### config.mk
export PLATFORM = sky130hd
export DESIGN_NAME = signed_addsub_display
export DESIGN_NICKNAME = d
export VERILOG_FILES = /design/src/rtl/addsub_pkg.sv /design/src/rtl/addsub_core.sv /design/src/rtl/dec_display_map.sv /design/src/rtl/scan_driver.sv /design/src/rtl/signed_addsub_display.sv
export SDC_FILE = /design/constraint.sdc
export NUM_CORES = 1
export LEC_CHECK = 0
export BUFFER_PORTS_ARGS = -buffer_cell sky130_fd_sc_hd__buf_2
export CORE_MARGIN = 2
export CORE_UTILIZATION = 35
export DETAILED_ROUTE_END_ITERATION = 10
export GPL_TIMING_DRIVEN = 0
export SETUP_SLACK_MARGIN = 0.4
export SYNTH_ARGS = -nofsm -noshare
export SYNTH_HDL_FRONTEND = slang
export SYNTH_SLANG_ARGS = --single-unit
### constraint.sdc
create_clock -name clk -period 6 [get_ports clk]
set_clock_uncertainty 0.15 [all_clocks]
set_input_delay 1.2 -clock clk [delete_from_list [all_inputs] [get_ports clk]]
set_output_delay 1.2 -clock clk [all_outputs]
set_load 0.02 [all_outputs]
### src/rtl/addsub_pkg.sv
package addsub_pkg;

  localparam logic [6:0] SEG_MINUS = 7'b1000000;  // active-high, g only
  localparam logic [6:0] SEG_BLANK = 7'b0000000;

  // Active-high segment pattern, bit0 = a ... bit6 = g
  function automatic logic [6:0] seg_of_digit(input logic [3:0] d);
    logic [6:0] s;
    case (d)
      4'd0: s = 7'b0111111;
      4'd1: s = 7'b0000110;
      4'd2: s = 7'b1011011;
      4'd3: s = 7'b1001111;
      4'd4: s = 7'b1100110;
      4'd5: s = 7'b1101101;
      4'd6: s = 7'b1111101;
      4'd7: s = 7'b0000111;
      4'd8: s = 7'b1111111;
      4'd9: s = 7'b1101111;
      default: s = SEG_BLANK;
    endcase
    return s;
  endfunction

  function automatic int unsigned pow10(input int unsigned k);
    int unsigned p;
    p = 1;
    for (int unsigned i = 0; i < k; i++) p = p * 10;
    return p;
  endfunction

  function automatic logic [3:0] dec_digit(input int unsigned v, input int unsigned place);
    return 4'((v / place) % 10);
  endfunction

  // Magnitude of a two's-complement value; the most negative code maps to 2^(n-1)
  function automatic logic [7:0] abs_of(input logic [7:0] v, input logic neg);
    return neg ? (~v + 8'd1) : v;
  endfunction

endpackage

### src/rtl/addsub_core.sv
module addsub_core #(
  parameter int W = 3
) (
  input  logic [W-1:0] op_a,
  input  logic [W-1:0] op_b,
  input  logic         sub_mode,
  output logic [W-1:0] a_eff,
  output logic [W-1:0] sum_raw,
  output logic         ovf,
  output logic [W:0]   result
);
  logic [W:0] carry;

  assign carry[0] = sub_mode;

  for (genvar i = 0; i < W; i++) begin : g_bit
    assign a_eff[i]     = op_a[i] ^ sub_mode;
    assign sum_raw[i]   = a_eff[i] ^ op_b[i] ^ carry[i];
    assign carry[i+1]   = (a_eff[i] & op_b[i]) | (carry[i] & (a_eff[i] ^ op_b[i]));
  end

  assign ovf    = carry[W] ^ carry[W-1];
  assign result = {ovf ? ~sum_raw[W-1] : sum_raw[W-1], sum_raw};
endmodule

### src/rtl/dec_display_map.sv
module dec_display_map
  import addsub_pkg::*;
#(
  parameter int W          = 3,
  parameter int NUM_DIGITS = 4
) (
  input  logic [W:0]                  result,
  output logic [NUM_DIGITS-1:0][6:0]  digit_codes,
  output logic                        is_neg
);
  localparam int RW = W + 1;

  logic [7:0]  mag8;
  int unsigned mag;

  assign is_neg = result[W];
  assign mag8   = abs_of(8'(result) | (is_neg ? ~8'((1 << RW) - 1) : 8'd0), is_neg);
  assign mag    = 32'(mag8);

  for (genvar k = 0; k < NUM_DIGITS; k++) begin : g_dig
    localparam int unsigned PL = pow10(k);
    if (k == 0) begin : g_ones
      assign digit_codes[k] = seg_of_digit(dec_digit(mag, 1));
    end else begin : g_upper
      localparam int unsigned PREV = pow10(k - 1);
      always_comb begin
        if (mag >= PL)                   digit_codes[k] = seg_of_digit(dec_digit(mag, PL));
        else if (is_neg && mag >= PREV)  digit_codes[k] = SEG_MINUS;
        else                             digit_codes[k] = SEG_BLANK;
      end
    end
  end
endmodule

### src/rtl/scan_driver.sv
module scan_driver #(
  parameter int NUM_DIGITS  = 4,
  parameter int REFRESH_DIV = 50_000
) (
  input  logic                       clk,
  input  logic                       rst_n,
  input  logic [NUM_DIGITS-1:0][6:0] digit_codes,
  output logic [NUM_DIGITS-1:0]      an_n,
  output logic [6:0]                 seg_n
);
  localparam int CW = (REFRESH_DIV > 1) ? $clog2(REFRESH_DIV) : 1;
  localparam int IW = (NUM_DIGITS > 1) ? $clog2(NUM_DIGITS) : 1;
  localparam logic [CW-1:0] CNT_LAST = CW'(REFRESH_DIV - 1);
  localparam logic [IW-1:0] IDX_LAST = IW'(NUM_DIGITS - 1);

  logic [CW-1:0] cnt;
  logic [IW-1:0] idx;
  logic          wrap;
  logic          last_digit;

  assign wrap       = (cnt == CNT_LAST);
  assign last_digit = (idx == IDX_LAST);

  always_ff @(posedge clk or negedge rst_n) begin
    if (!rst_n) begin
      cnt <= '0;
      idx <= '0;
    end else if (wrap) begin
      cnt <= '0;
      idx <= last_digit ? '0 : idx + 1'b1;
    end else begin
      cnt <= cnt + 1'b1;
    end
  end

  assign an_n  = ~(NUM_DIGITS'(1) << idx);
  assign seg_n = ~digit_codes[idx];

  AST_ONE_ANODE: assert property (@(posedge clk) disable iff (!rst_n)
    $countones(~an_n) == 1);
  AST_HOLD_DIGIT: assert property (@(posedge clk) disable iff (!rst_n)
    !wrap |=> $stable(an_n));
  AST_STEP_DIGIT: assert property (@(posedge clk) disable iff (!rst_n)
    (wrap && !last_digit) |=> ((~an_n) == ($past(~an_n) << 1)));
  AST_WRAP_DIGIT: assert property (@(posedge clk) disable iff (!rst_n)
    (wrap && last_digit) |=> (an_n[0] == 1'b0));
endmodule

### src/rtl/signed_addsub_display.sv
module signed_addsub_display
  import addsub_pkg::*;
#(
  parameter int OP_W        = 3,
  parameter int NUM_DIGITS  = 4,
  parameter int REFRESH_DIV = 50_000
) (
  input  logic                  clk,
  input  logic                  rst_n,
  input  logic [OP_W-1:0]       op_a,
  input  logic [OP_W-1:0]       op_b,
  input  logic                  sub_mode,
  output logic [OP_W:0]         led_result,
  output logic                  led_ovf,
  output logic [NUM_DIGITS-1:0] an_n,
  output logic [6:0]            seg_n
);
  logic [OP_W-1:0]             a_eff;
  logic [OP_W-1:0]             sum_raw;
  logic                        ovf;
  logic [OP_W:0]               result;
  logic [NUM_DIGITS-1:0][6:0]  digit_codes;
  logic                        is_neg;

  addsub_core #(.W(OP_W)) u_core (
    .op_a(op_a), .op_b(op_b), .sub_mode(sub_mode),
    .a_eff(a_eff), .sum_raw(sum_raw), .ovf(ovf), .result(result)
  );

  dec_display_map #(.W(OP_W), .NUM_DIGITS(NUM_DIGITS)) u_map (
    .result(result), .digit_codes(digit_codes), .is_neg(is_neg)
  );

  scan_driver #(.NUM_DIGITS(NUM_DIGITS), .REFRESH_DIV(REFRESH_DIV)) u_scan (
    .clk(clk), .rst_n(rst_n), .digit_codes(digit_codes),
    .an_n(an_n), .seg_n(seg_n)
  );

  assign led_result = result;
  assign led_ovf    = ovf;

  AST_EXACT_ADD: assert property (@(posedge clk) disable iff (!rst_n)
    !sub_mode |-> ($signed(led_result) ==
      $signed({op_b[OP_W-1], op_b}) + $signed({op_a[OP_W-1], op_a})));
  AST_EXACT_SUB: assert property (@(posedge clk) disable iff (!rst_n)
    sub_mode |-> ($signed(led_result) ==
      $signed({op_b[OP_W-1], op_b}) - $signed({op_a[OP_W-1], op_a})));
  AST_OVF_SIGNS: assert property (@(posedge clk) disable iff (!rst_n)
    led_ovf |-> (a_eff[OP_W-1] == op_b[OP_W-1] && sum_raw[OP_W-1] != op_b[OP_W-1]));
  AST_TOP_BIT: assert property (@(posedge clk) disable iff (!rst_n)
    led_result[OP_W] == (led_ovf ^ sum_raw[OP_W-1]));
  AST_MINUS_NEG: assert property (@(posedge clk) disable iff (!rst_n)
    (seg_n == ~SEG_MINUS) |-> is_neg);
endmodule

## Yosys cells after proc, flatten, opt, wreduce, memory -nomap -nowiden

Memories as Yosys holds them, arrays and structs flattened.
Index checks and enable logic that the tools add are counted.

- Register bits after elaboration: 18
- Memory bits (read-only): 448
- Output and inout bits: 16
- Logic and storage cells: 64
- Memories: 4

- Add/sub/neg operators: 3
- Div/mod/pow operators: 7
- Magnitude comparators: 5
- Eq/ne operators: 2
- Shift operators: 1
- Multiplexer cells: 13
- Bitwise logic cells: 24
- Reduce and logical (&&, ||, !) cells: 3

Memories:

| memory | words | bits a word | read ports | clocked after Yosys merged registers in | wr ports | RTL line | RTL |
|---|---|---|---|---|---|---|---|
| (no name shown) | 16 | 7 | 1 | 0 | 0 | addsub_pkg.sv:9 | `case (d)` |
| (no name shown) | 16 | 7 | 1 | 0 | 0 | addsub_pkg.sv:9 |  |
| (no name shown) | 16 | 7 | 1 | 0 | 0 | addsub_pkg.sv:9 |  |
| (no name shown) | 16 | 7 | 1 | 0 | 0 | addsub_pkg.sv:9 |  |

Operators with widths:

| operator | count |
|---|---|
| $mod 32x4->32 const B | 3 |
| $mux 7 | 7 |
| $div 8x10->32 const B | 1 |
| $div 8x4->32 const B | 1 |
| $div 8x7->32 const B | 1 |
| $mod 8x4->32 const B | 1 |
| $add 16x1->16 const B | 1 |
| $eq 16x16->1 const B | 1 |
| $mux 16 | 1 |
| $mux 8 | 2 |
| $bmux 7 s2 | 1 |
| $ge 8x10->1 const B | 1 |
| $xor 1x1->1 | 10 |
| $add 8x1->8 const B | 1 |
| $ge 8x1->1 const B | 1 |
| $ge 8x4->1 const B | 1 |
| $ge 8x7->1 const B | 1 |
| $not 8->8 | 1 |
| $or 4x8->8 | 1 |
| $not 7->7 | 1 |
| $and 1x1->1 | 6 |
| $not 4->4 | 1 |
| $shl 1x2->4 const A | 1 |
| $logic_and 1x1->1 | 3 |
| other kinds (7) | 9 |

## Longest topological paths before layout

Gate-level depths: netlist of run 1.

- Word-level depth: 22
- Gate-level depth with buffers: 17
- Mapped depth without buffers: 16

## Cells and area by module

Synthesis of run 1 repeated with hierarchy kept, for this count alone.

- Cells, all modules: 197
- Area total of the unflattened synthesis: 1,826.8 um^2

By module, submodules not included:

| module | instances | cells an instance | area each (um^2) |
|---|---|---|---|
| scan_driver | 1 | 105 | 1,136.1 |
| dec_display_map | 1 | 75 | 521.8 |
| addsub_core | 1 | 17 | 168.9 |

## Least setup slack after synthesis of run 1

Ideal clock, no wire load.

- Kind: input to output
- Start: in op_a[1]
- End: out seg_n[6]
- Data arrival time: 4.564 ns
- Data required time: 4.650 ns
- Path slack: 0.086 ns
- Stages on the path: 15
- Buffers on the path: 1
- Cells stage by stage: xnor2_1 -> fa_1 -> inv_1 -> fa_1 -> xor2_2 -> ha_1 -> and4b_1 -> buf_6 -> inv_6 -> o31ai_2 -> xnor2_1 -> ha_1 -> inv_1 -> o221a_1 -> o22ai_1

- Word-level cells in the longest chain between the ends: 20

RTL lines:

| element | RTL line | RTL |
|---|---|---|
| from (decl) | signed_addsub_display.sv:10 | `input logic [OP_W-1:0] op_a,` |
| $xor 1x1->1 (*) | addsub_core.sv:17 | `assign a_eff[i] = op_a[i] ^ sub_mode;` |
| $xor 1x1->1 | addsub_core.sv:18, addsub_core.sv:19 |  |
| $and 1x1->1 | addsub_core.sv:19 | `assign carry[i+1] = (a_eff[i] & op_b[i]) \| (carry[i] & (a_eff[i] ^ op_b[i]));` |
| $or 1x1->1 | addsub_core.sv:19 |  |
| $and 1x1->1 | addsub_core.sv:19 |  |
| $or 1x1->1 | addsub_core.sv:19 |  |
| $xor 1x1->1 | addsub_core.sv:22 | `assign ovf = carry[W] ^ carry[W-1];` |
| $mux 1 | addsub_core.sv:23 | `assign result = {ovf ? ~sum_raw[W-1] : sum_raw[W-1], sum_raw};` |
| (+4 left out) | - |  |
| $mux 8 | addsub_pkg.sv:38 | `return neg ? (~v + 8'd1) : v;` |
| $div 8x10->32, or another cell as far along | addsub_pkg.sv:33 | `return 4'((v / place) % 10);` |
| $mod 32x4->32 / $logic_and 1x1->1 (equally long branches) | addsub_pkg.sv:33, dec_display_map.sv:28 |  |
| $mem_v2 16x7 / $mux 7 (equally long branches) | - |  |
| $mux 7 | dec_display_map.sv:27 | `if (mag >= PL) digit_codes[k] = seg_of_digit(dec_digit(mag, PL));` |
| $bmux 7 s2 (*) | scan_driver.sv:37 | `assign seg_n = ~digit_codes[idx];` |
| $mux 7 (not written as such) (*) | scan_driver.sv:37 |  |
| $not 7->7 (*) | scan_driver.sv:37 |  |
| to (decl) | signed_addsub_display.sv:16 | `output logic [6:0] seg_n` |

Mark *: on every way between the ends. The rest lies on a longest branch, timed or not. The select of a mux whose other input is x is not followed.

## Worst setup path after layout of run 1

- Start: in sub_mode
- End: out seg_n[5]

- Word-level cells in the longest chain between the ends: 22

RTL lines:

| element | RTL line | RTL |
|---|---|---|
| from (decl) | signed_addsub_display.sv:12 | `input logic sub_mode,` |
| $xor 1x1->1 | addsub_core.sv:17 |  |
| $xor 1x1->1 | addsub_core.sv:18, addsub_core.sv:19 |  |
| $and 1x1->1 | addsub_core.sv:19 |  |
| $or 1x1->1 | addsub_core.sv:19 |  |
| $and 1x1->1 | addsub_core.sv:19 |  |
| $or 1x1->1 | addsub_core.sv:19 |  |
| $and 1x1->1 | addsub_core.sv:19 |  |
| $or 1x1->1 | addsub_core.sv:19 |  |
| (+6 left out) | - |  |
| $mux 8 (*) | addsub_pkg.sv:38 |  |
| $div 8x10->32, or another cell as far along | addsub_pkg.sv:33 |  |
| $mod 32x4->32 | addsub_pkg.sv:33 |  |
| $mem_v2 16x7 | - |  |
| $mux 7 | dec_display_map.sv:27 |  |
| $bmux 7 s2 (*) | scan_driver.sv:37 |  |
| $mux 7 (not written as such) (*) | scan_driver.sv:37 |  |
| $not 7->7 (*) | scan_driver.sv:37 |  |

Marks and branches as above.

==> out/results.tsv, run 1 <==
metric	value	unit
synth_cell_types	60	
yosys.area.top_type_share	22.6	%
postSynthCellCount	231	
core	5510	sq um
synth_warnings	0	
critical-path-max-stage-delay	0.66	ns
tritoncts	yes	
final.period_utilization	95.5	%
dpl-instance-area	2300	sq um
fin_worst_hold_slack	0.317	ns
cts_root_buf	sky130_fd_sc_hd__clkbuf_8	
grt_setup_unrepaired	yes	
final_hold_violations	0	
ys_top_cells_by_area	sky130_fd_sc_hd__dfrtp_1, sky130_fd_sc_hd__ha_1, sky130_fd_sc_hd__xnor2_1	
totalWireLength	5110	um
max_vdd_drop	0.115	mV
final.fill_count	509	
met2RoutedLength	2380	um
synth-edff-count	0	
tritoncts_buffer_count	3	
critical_path.cell_chain	buf_8 -> xnor2_4 -> fa_2 -> fa_2 -> nand2b_4 -> o21ai_4 -> o311ai_4 -> o311ai_4 -> o31ai_4 -> xnor2_1 -> ha_2 -> inv_2 -> mux2_4 -> a21oi_4 -> buf_6	
power_per_cell_area	243	nW/um^2
critical_path_arrival	4.38	ns
area.growth.synth_to_final	38.9	%
end_kind	output pin	
port-buffer-count	24	
min-delay-path-class	reg -> reg	
reg2reg_slack	3.98	ns
ys_ff_latch	18	
io-pin-count	25	
num_vias	1909	
final_design_area_no_fill	2770	sq um
die_width	79.4	um
whs_endpoint	u_scan.cnt[0]$_DFF_PN0_	
grt_pass1_vias	1797	
p_leak	0.00120	uW
slew-limit-headroom	67.3	%
antenna_found_initial	0	
avgSynthCellArea	8.62	sq um
layout-drive-gt1-share	37.8	%
critPathMaxFanout	7	
drt.antenna.violating_nets	0	
cap_violations	0	
topRoutingLayerUsed	met4	
detailedRoute.firstIterationViolations	77	
reg2reg_end	u_scan.cnt[14]$_DFF_PN0_	
ys.flop_type	sky130_fd_sc_hd__dfrtp_1	
classification_of_the_worst_setup_path	in -> out	
dp.final_hpwl	3510	um
cts_htree_levels	1	
worst_slew_pin_slew	0.491	ns
cts-root-to-sink-buffers	2	
hold-path-cell-count	1	
synth_top_area_cell	sky130_fd_sc_hd__dfrtp_1	
height_of_the_die	79.4	um
crit_start_category	input port	
maxClockFrequency	0.175	GHz
tritoncts_num_sinks	18	
slowest_stage	sky130_fd_sc_hd__fa_2	
syn-num-nets	262	
async_reset_ff_share	100	%
stdcell_count	355	
remaining_design_rule_violation_count	0	
cts.clk_slew.worst_paths	0.06	ns
final_max_slew_viol_count	0	
wirelength_per_cell	14.4	um
r2r-start	u_scan.cnt[0]$_DFF_PN0_	
total_power	673	uW
avgViaCountPerCell	5.38	
dr.pass1.iters	4	
numPlacedInstances	327	
met3_wirelength_from_detailed_routing	303	um
timing.reg2reg.worst_path_depth	6	
setup_viol	0	
pin_count_of_the_biggest_net_entering_global_routing	19	
mappedNetlistArea	1990	sq um
antenna_diodes	0	
gp_routability_congestion	0.856	
min_period	5.73	ns
cp.required	4.65	ns
nNetsFinal	315	
gr-total-overflow	0	
clock_insertion_delay_worst_skew	0.26	ns
wirelength_met1	2330	um
starting_utilization_of_the_core_area	36.2	%
wire_length_of_the_first_global_routing_pass	8470	um
floorplan.die_area	6310	sq um
run_status	completed	
min_from	u_scan.cnt[0]$_DFF_PN0_	
num_rows	27	
global_route.usage.total	16.9	%
ys_seq_area_share	22.6	%
## synth_stat cells (all sizes together) (2+ instances only)
cell type and n:
mux2i 4, nor2b 5, o22ai 3, a21oi 15
a21o 2, a31oi 2, xor2 7, nand2 16
buf 6, fa 3, nor4 2, o311ai 2
nand3 12, a32oi 3, nor2 18, nor3 4
inv 22, dfrtp 18, xnor2 11, o21ai 9
and3 7, clkbuf 4, nand4 7, or3 2
o221a 2, o32ai 2, o31ai 3, o211ai 4
ha 19
## layout by cell type, fill, tap and decap left out, drive strengths merged, types with 7 or more instances in the layout
cell type,n
a21oi,15
and3,7
buf,54
clkbuf,8
dfrtp,18
ha,19
inv,22
nand2,16
nand3,12
nand4,7
nor2,18
o21ai,9
xnor2,11
xor2,7
## stage by stage
step | utilization, % | TNS [ns] | setup WS [ns]
after floorplan | - | 0 | 0.367
after global placement | 41.8 | -0.683 | -0.171
after detailed placement | 41.8 | -0.832 | -0.209
after CTS | 48.9 | 0 | 0.248
after global routing | 50.2 | 0 | 0.152
final | 50.2 | 0 | 0.270
## cell families (layout without fill, tap and decap cells)
family / after synthesis / after routing / share of synthesized area (%)
flip-flops: 18 / 18 / 22.6
adder cells (fa/ha/maj): 22 / 22 / 14.9
AND/OR/NAND/NOR: 80 / 80 / 21.0
AO/OA/AOI/OAI: 56 / 56 / 22.0
XOR/XNOR: 18 / 18 / 9.23
buffers and inverters: 32 / 84 / 7.35
multiplexers: 5 / 5 / 2.76
## how the worst max path moves through the flow
stage                     slack [ns]  startpoint  endpoint
final                           0.27    sub_mode  seg_n[5]
after global routing            0.15    sub_mode  seg_n[3]
after CTS                       0.25    sub_mode  seg_n[3]
after detailed placement       -0.21     op_a[0]  seg_n[3]
after global placement         -0.17     op_a[0]  seg_n[3]
after floorplan                 0.37     op_a[1]  seg_n[3]
## repair_timing
action | 4_1_cts | 5_1_grt
setup buffers | 20 | 4
endpoints found under the setup margin | 7 | 7
hold buffers | 0 | 0
resized for setup | 42 | 10
pin swaps | 25 | 10
## metal layers
metal,up-vias,track usage (%)
met4,0,5.34
met3,15,2.83
li1,935,-
met1,892,22.9
met5,-,0
met2,67,27.2
## worst max-delay path: cells and delay by family
family / cells / cell delay (ns)
buf+inv: 3 / 0.28
xor+xnor: 2 / 0.31
compound gates: 5 / 0.87
fa+ha+maj: 3 / 1.26
mux: 1 / 0.26
simple gates: 1 / 0.20
## power by group
| group | total (uW) | internal (uW) | leakage, uW | switching, uW |
|---|---|---|---|---|
| Sequential | 121 | 121 | 0.000237 | 0 |
| Combinational | 453 | 206 | 0.000933 | 247 |
| Clock | 98.2 | 58.4 | 0.0000288 | 39.9 |
| Total | 673 | 386 | 0.00120 | 287 |
## state kept, by name, summed over array words and instances (netlist names)
register and cells:
u_scan.idx 2, u_scan.cnt 16
## area by class of cell
| type | count | area, sq um | share of cell area, % |
|---|---|---|---|
| multi-input cells | 181 | 1650 | 59.8 |
| repair buffers | 48 | 359 | 13.0 |
| flip-flops and latches | 18 | 450 | 16.3 |
| clock buffers | 4 | 55.1 | 1.99 |
| plain buffers | 10 | 62.6 | 2.26 |
| inverters | 22 | 95.1 | 3.44 |
| well taps | 72 | 90.1 | 3.26 |
Power figures use the tool's default switching activity.
==> run 2: changes to the inputs <==
--- a/config.mk
+++ b/config.mk
@@ -5,6 +5,7 @@
 export SDC_FILE = /design/constraint.sdc
 export NUM_CORES = 1
 export LEC_CHECK = 0
+export ABC_AREA = 1
 export BUFFER_PORTS_ARGS = -buffer_cell sky130_fd_sc_hd__buf_2
 export CORE_MARGIN = 2
 export CORE_UTILIZATION = 35
@@ -13,4 +14,5 @@
 export SETUP_SLACK_MARGIN = 0.4
 export SYNTH_ARGS = -nofsm -noshare
 export SYNTH_HDL_FRONTEND = slang
+export SYNTH_HIERARCHICAL = 1
 export SYNTH_SLANG_ARGS = --single-unit
==> run 2 against run 1 <==
Compared with the run above:
- total power decreased by 32%
- critical path depth increased by 3
- clock power increased by 4%
- hold slack improved by 0.068 ns
- clock-buffer cell count unchanged
- design area decreased by 16%
- combinational power decreased by 48%
- register-to-register slack improved by 0.39 ns
- final cell count increased by 15%
- synthesized area unchanged
- critical endpoint is now seg_n[0]
- largest cell class unchanged
- largest power group unchanged
- highest routed layer unchanged
==> out/results.tsv, run 2 <==
metric	value	unit	change
num_vias	1789		-6.3%
drt.antenna.violating_nets	0		unchanged
cts_htree_levels	1		unchanged
detailedRoute.firstIterationViolations	121		+57%
critical_path.n_buffers_inverters	6		+3
critical_path_arrival	3.99	ns	-0.39 ns
final.period_utilization	88.9	%	-6.6 points
wire_length_of_the_first_global_routing_pass	7220	um	-15%
setup_viol	0		unchanged
grt_pass1_vias	1726		-4.0%
dp.final_hpwl	3260	um	-7.2%
totalWireLength	4040	um	-21%
comb_power_share	51.5	%	-16 points
remaining_design_rule_violation_count	0		unchanged
die_width	79.4	um	unchanged
clock_insertion_delay_worst_skew	0.26	ns	about the same
layout_setup_ws	0.664	ns	+0.394 ns
gr-total-overflow	0		unchanged
sw_frac_of_total	41.0	%	-1.7 points
core	5510	sq um	unchanged
io-pin-count	25		unchanged
reg2reg_slack	4.37	ns	+0.39 ns
r2r-start	u_scan/cnt[0]$_DFF_PN0_		
classification_of_the_worst_setup_path	in -> out		
cp-startpoint	sub_mode		
fin_worst_hold_slack	0.385	ns	+0.0679 ns
avgSynthCellArea	6.78	sq um	-21%
maxClockFrequency	0.187	GHz	+7.4%
critPathMaxFanout	7		unchanged
p_leak	0.00135	uW	+12%
antenna_found_initial	0		unchanged
largestRegisters	u_scan/cnt x16, u_scan/idx x2		
pint	272	uW	-30%
slowest_stage	sky130_fd_sc_hd__fa_1		
min_period	5.34	ns	-0.394 ns
global_route.usage.total	13.8	%	-3.1 points
num_rows	27		unchanged
largest_register_ff_count	16		unchanged
tritoncts	yes		
crit_start_category	input port		
tritoncts_num_sinks	18		unchanged
crit_cells	18		+3
min-delay-path-class	reg -> reg		
cp.required	4.65	ns	about the same
critical-path-max-stage-delay	0.43	ns	-0.23 ns
cts-root-to-sink-buffers	2		unchanged
wirelength_per_cell	9.89	um	-31%
cts_root_buf	sky130_fd_sc_hd__clkbuf_8		
tritoncts_buffer_count	3		unchanged
mappedNetlistArea	1990	sq um	unchanged
avgViaCountPerCell	4.38		-18%
nNetsFinal	364		+16%
placement_stage_worst_setup_slack	0.505	ns	+0.714 ns
power_per_cell_area	198	nW/um^2	-18%
max_vdd_drop	0.0784	mV	-32%
reg2reg_end	u_scan/cnt[4]$_DFF_PN0_		
layout-drive-gt1-share	22.3	%	-15 points
total_power	460	uW	-32%
pin_count_of_the_biggest_net_entering_global_routing	19		unchanged
height_of_the_die	79.4	um	unchanged
cts.clk_slew.worst_paths	0.07	ns	about the same
final_hold_violations	0		unchanged
postSynthCellCount	294		+27%
share_clk_of_total_power	22.2	%	+7.6 points
grt_setup_unrepaired	no		
antenna_diodes	0		unchanged
gp_routability_congestion	0.786		-8.2%
final_max_slew_viol_count	0		unchanged
synth_warnings	6		+6
area.growth.synth_to_final	16.5	%	
critical_path.cell_chain	buf_6 -> nor2_4 -> a21oi_1 -> fa_2 -> inv_2 -> fa_1 -> inv_2 -> nand2_1 -> nand2_2 -> inv_1 -> o21ai_4 -> inv_1 -> ha_1 -> nand3b_1 -> nand3_1 -> nand2_1 -> a32o_1 -> buf_2		
setup-tns-final	0	ns	unchanged
cts_hold_buffers	0		unchanged
floorplan.die_area	6310	sq um	unchanged
timing.critical_path.to	seg_n[0]		
p_switching	189	uW	-34%
stdcell_count	408		+15%
largest_register	u_scan/cnt		
numPlacedInstances	404		+24%
p_seq_share	26.3	%	+8.3 points
hold-path-cell-count	1		unchanged
timing.reg2reg.worst_path_depth	6		unchanged
run_status	completed		
dr.pass1.iters	5		+1
port-buffer-count	23		-4.2%
cap_violations	0		unchanged
end_kind	output pin		
layout_common_cells	sky130_fd_sc_hd__nand2_1, sky130_fd_sc_hd__inv_1, sky130_fd_sc_hd__nor2_1, sky130_fd_sc_hd__buf_2, sky130_fd_sc_hd__nand3_1		
mostFrequentLayoutCell	sky130_fd_sc_hd__nand2_1		
crit_family	adder cells		
starting_utilization_of_the_core_area	36.2	%	unchanged
[run 2: cell count changes in the layout (fill, tap and decap cells not counted), moves of 5 or more]
| cell | change |
|---|---|
| sky130_fd_sc_hd__nor2_1 | +15 |
| sky130_fd_sc_hd__nand2_1 | +66 |
| sky130_fd_sc_hd__buf_2 | +10 |
| sky130_fd_sc_hd__conb_1 | +17 |
| sky130_fd_sc_hd__nand3_1 | +8 |
| sky130_fd_sc_hd__inv_1 | +25 |
| sky130_fd_sc_hd__buf_4 | -13 |
| sky130_fd_sc_hd__o21ai_1 | -5 |
| sky130_fd_sc_hd__inv_2 | +5 |
| sky130_fd_sc_hd__and3_1 | -6 |
| sky130_fd_sc_hd__buf_6 | -8 |
| sky130_fd_sc_hd__xnor2_1 | -6 |
| sky130_fd_sc_hd__a32o_1 | +7 |
[run 2: what timing repair did]
item                                    in CTS  in global routing
endpoints found under the setup margin       0                  5
buffers inserted                             0                  0
gates resized for setup                      0                  5
[run 2: through the flow]
step,instance area [sq um],util [%]
3_5_place_dp,2250,40.9
2_1_floorplan,2050,-
5_1_grt,2320,42.1
4_1_cts,2310,41.9
3_3_place_gp,2250,40.9
6_report,2320,42.1
[run 2: area by class of cell]
cell class | count | area (sq um)
Clock buffer | 4 | 55.1
Sequential cell | 18 | 450
Tap cell | 72 | 90.1
Timing Repair Buffer | 23 | 115
Fill cell | 597 | 3190
Buffer | 19 | 139
Multi-Input combinational cell | 222 | 1280
Inverter | 50 | 188
[run 2: routing by layer]
layer	GRT usage (%)	routed length [um]	up-vias
li1	-	-	960
met1	17.7	1930	794
met2	25.5	1970	33
met3	0.792	120	2
met4	2.59	14	0
met5	0	0	-
[run 2: worst min-delay path by stage]
stage	to	start	slack [ns]
final	u_scan/cnt[0]$_DFF_PN0_	u_scan/cnt[0]$_DFF_PN0_	0.38
after global routing	u_scan/cnt[0]$_DFF_PN0_	u_scan/cnt[0]$_DFF_PN0_	0.44
after CTS	u_scan/cnt[0]$_DFF_PN0_	u_scan/cnt[0]$_DFF_PN0_	0.39
after detailed placement	u_scan/cnt[0]$_DFF_PN0_	u_scan/cnt[0]$_DFF_PN0_	0.38
after global placement	u_scan/cnt[0]$_DFF_PN0_	u_scan/cnt[0]$_DFF_PN0_	0.37
after floorplan	u_scan/cnt[5]$_DFF_PN0_	u_scan/cnt[5]$_DFF_PN0_	0.33
[run 2: power by group through the flow]
| stage | Clock (uW) | Combinational [uW] | Sequential (uW) |
|---|---|---|---|
| finish | 102 | 237 | 121 |
| global route | 111 | 267 | 121 |
| CTS | 105 | 234 | 121 |
| detailed placement | 0 | 233 | 124 |
| global placement | 0 | 229 | 124 |
| floorplan | 0 | 176 | 124 |
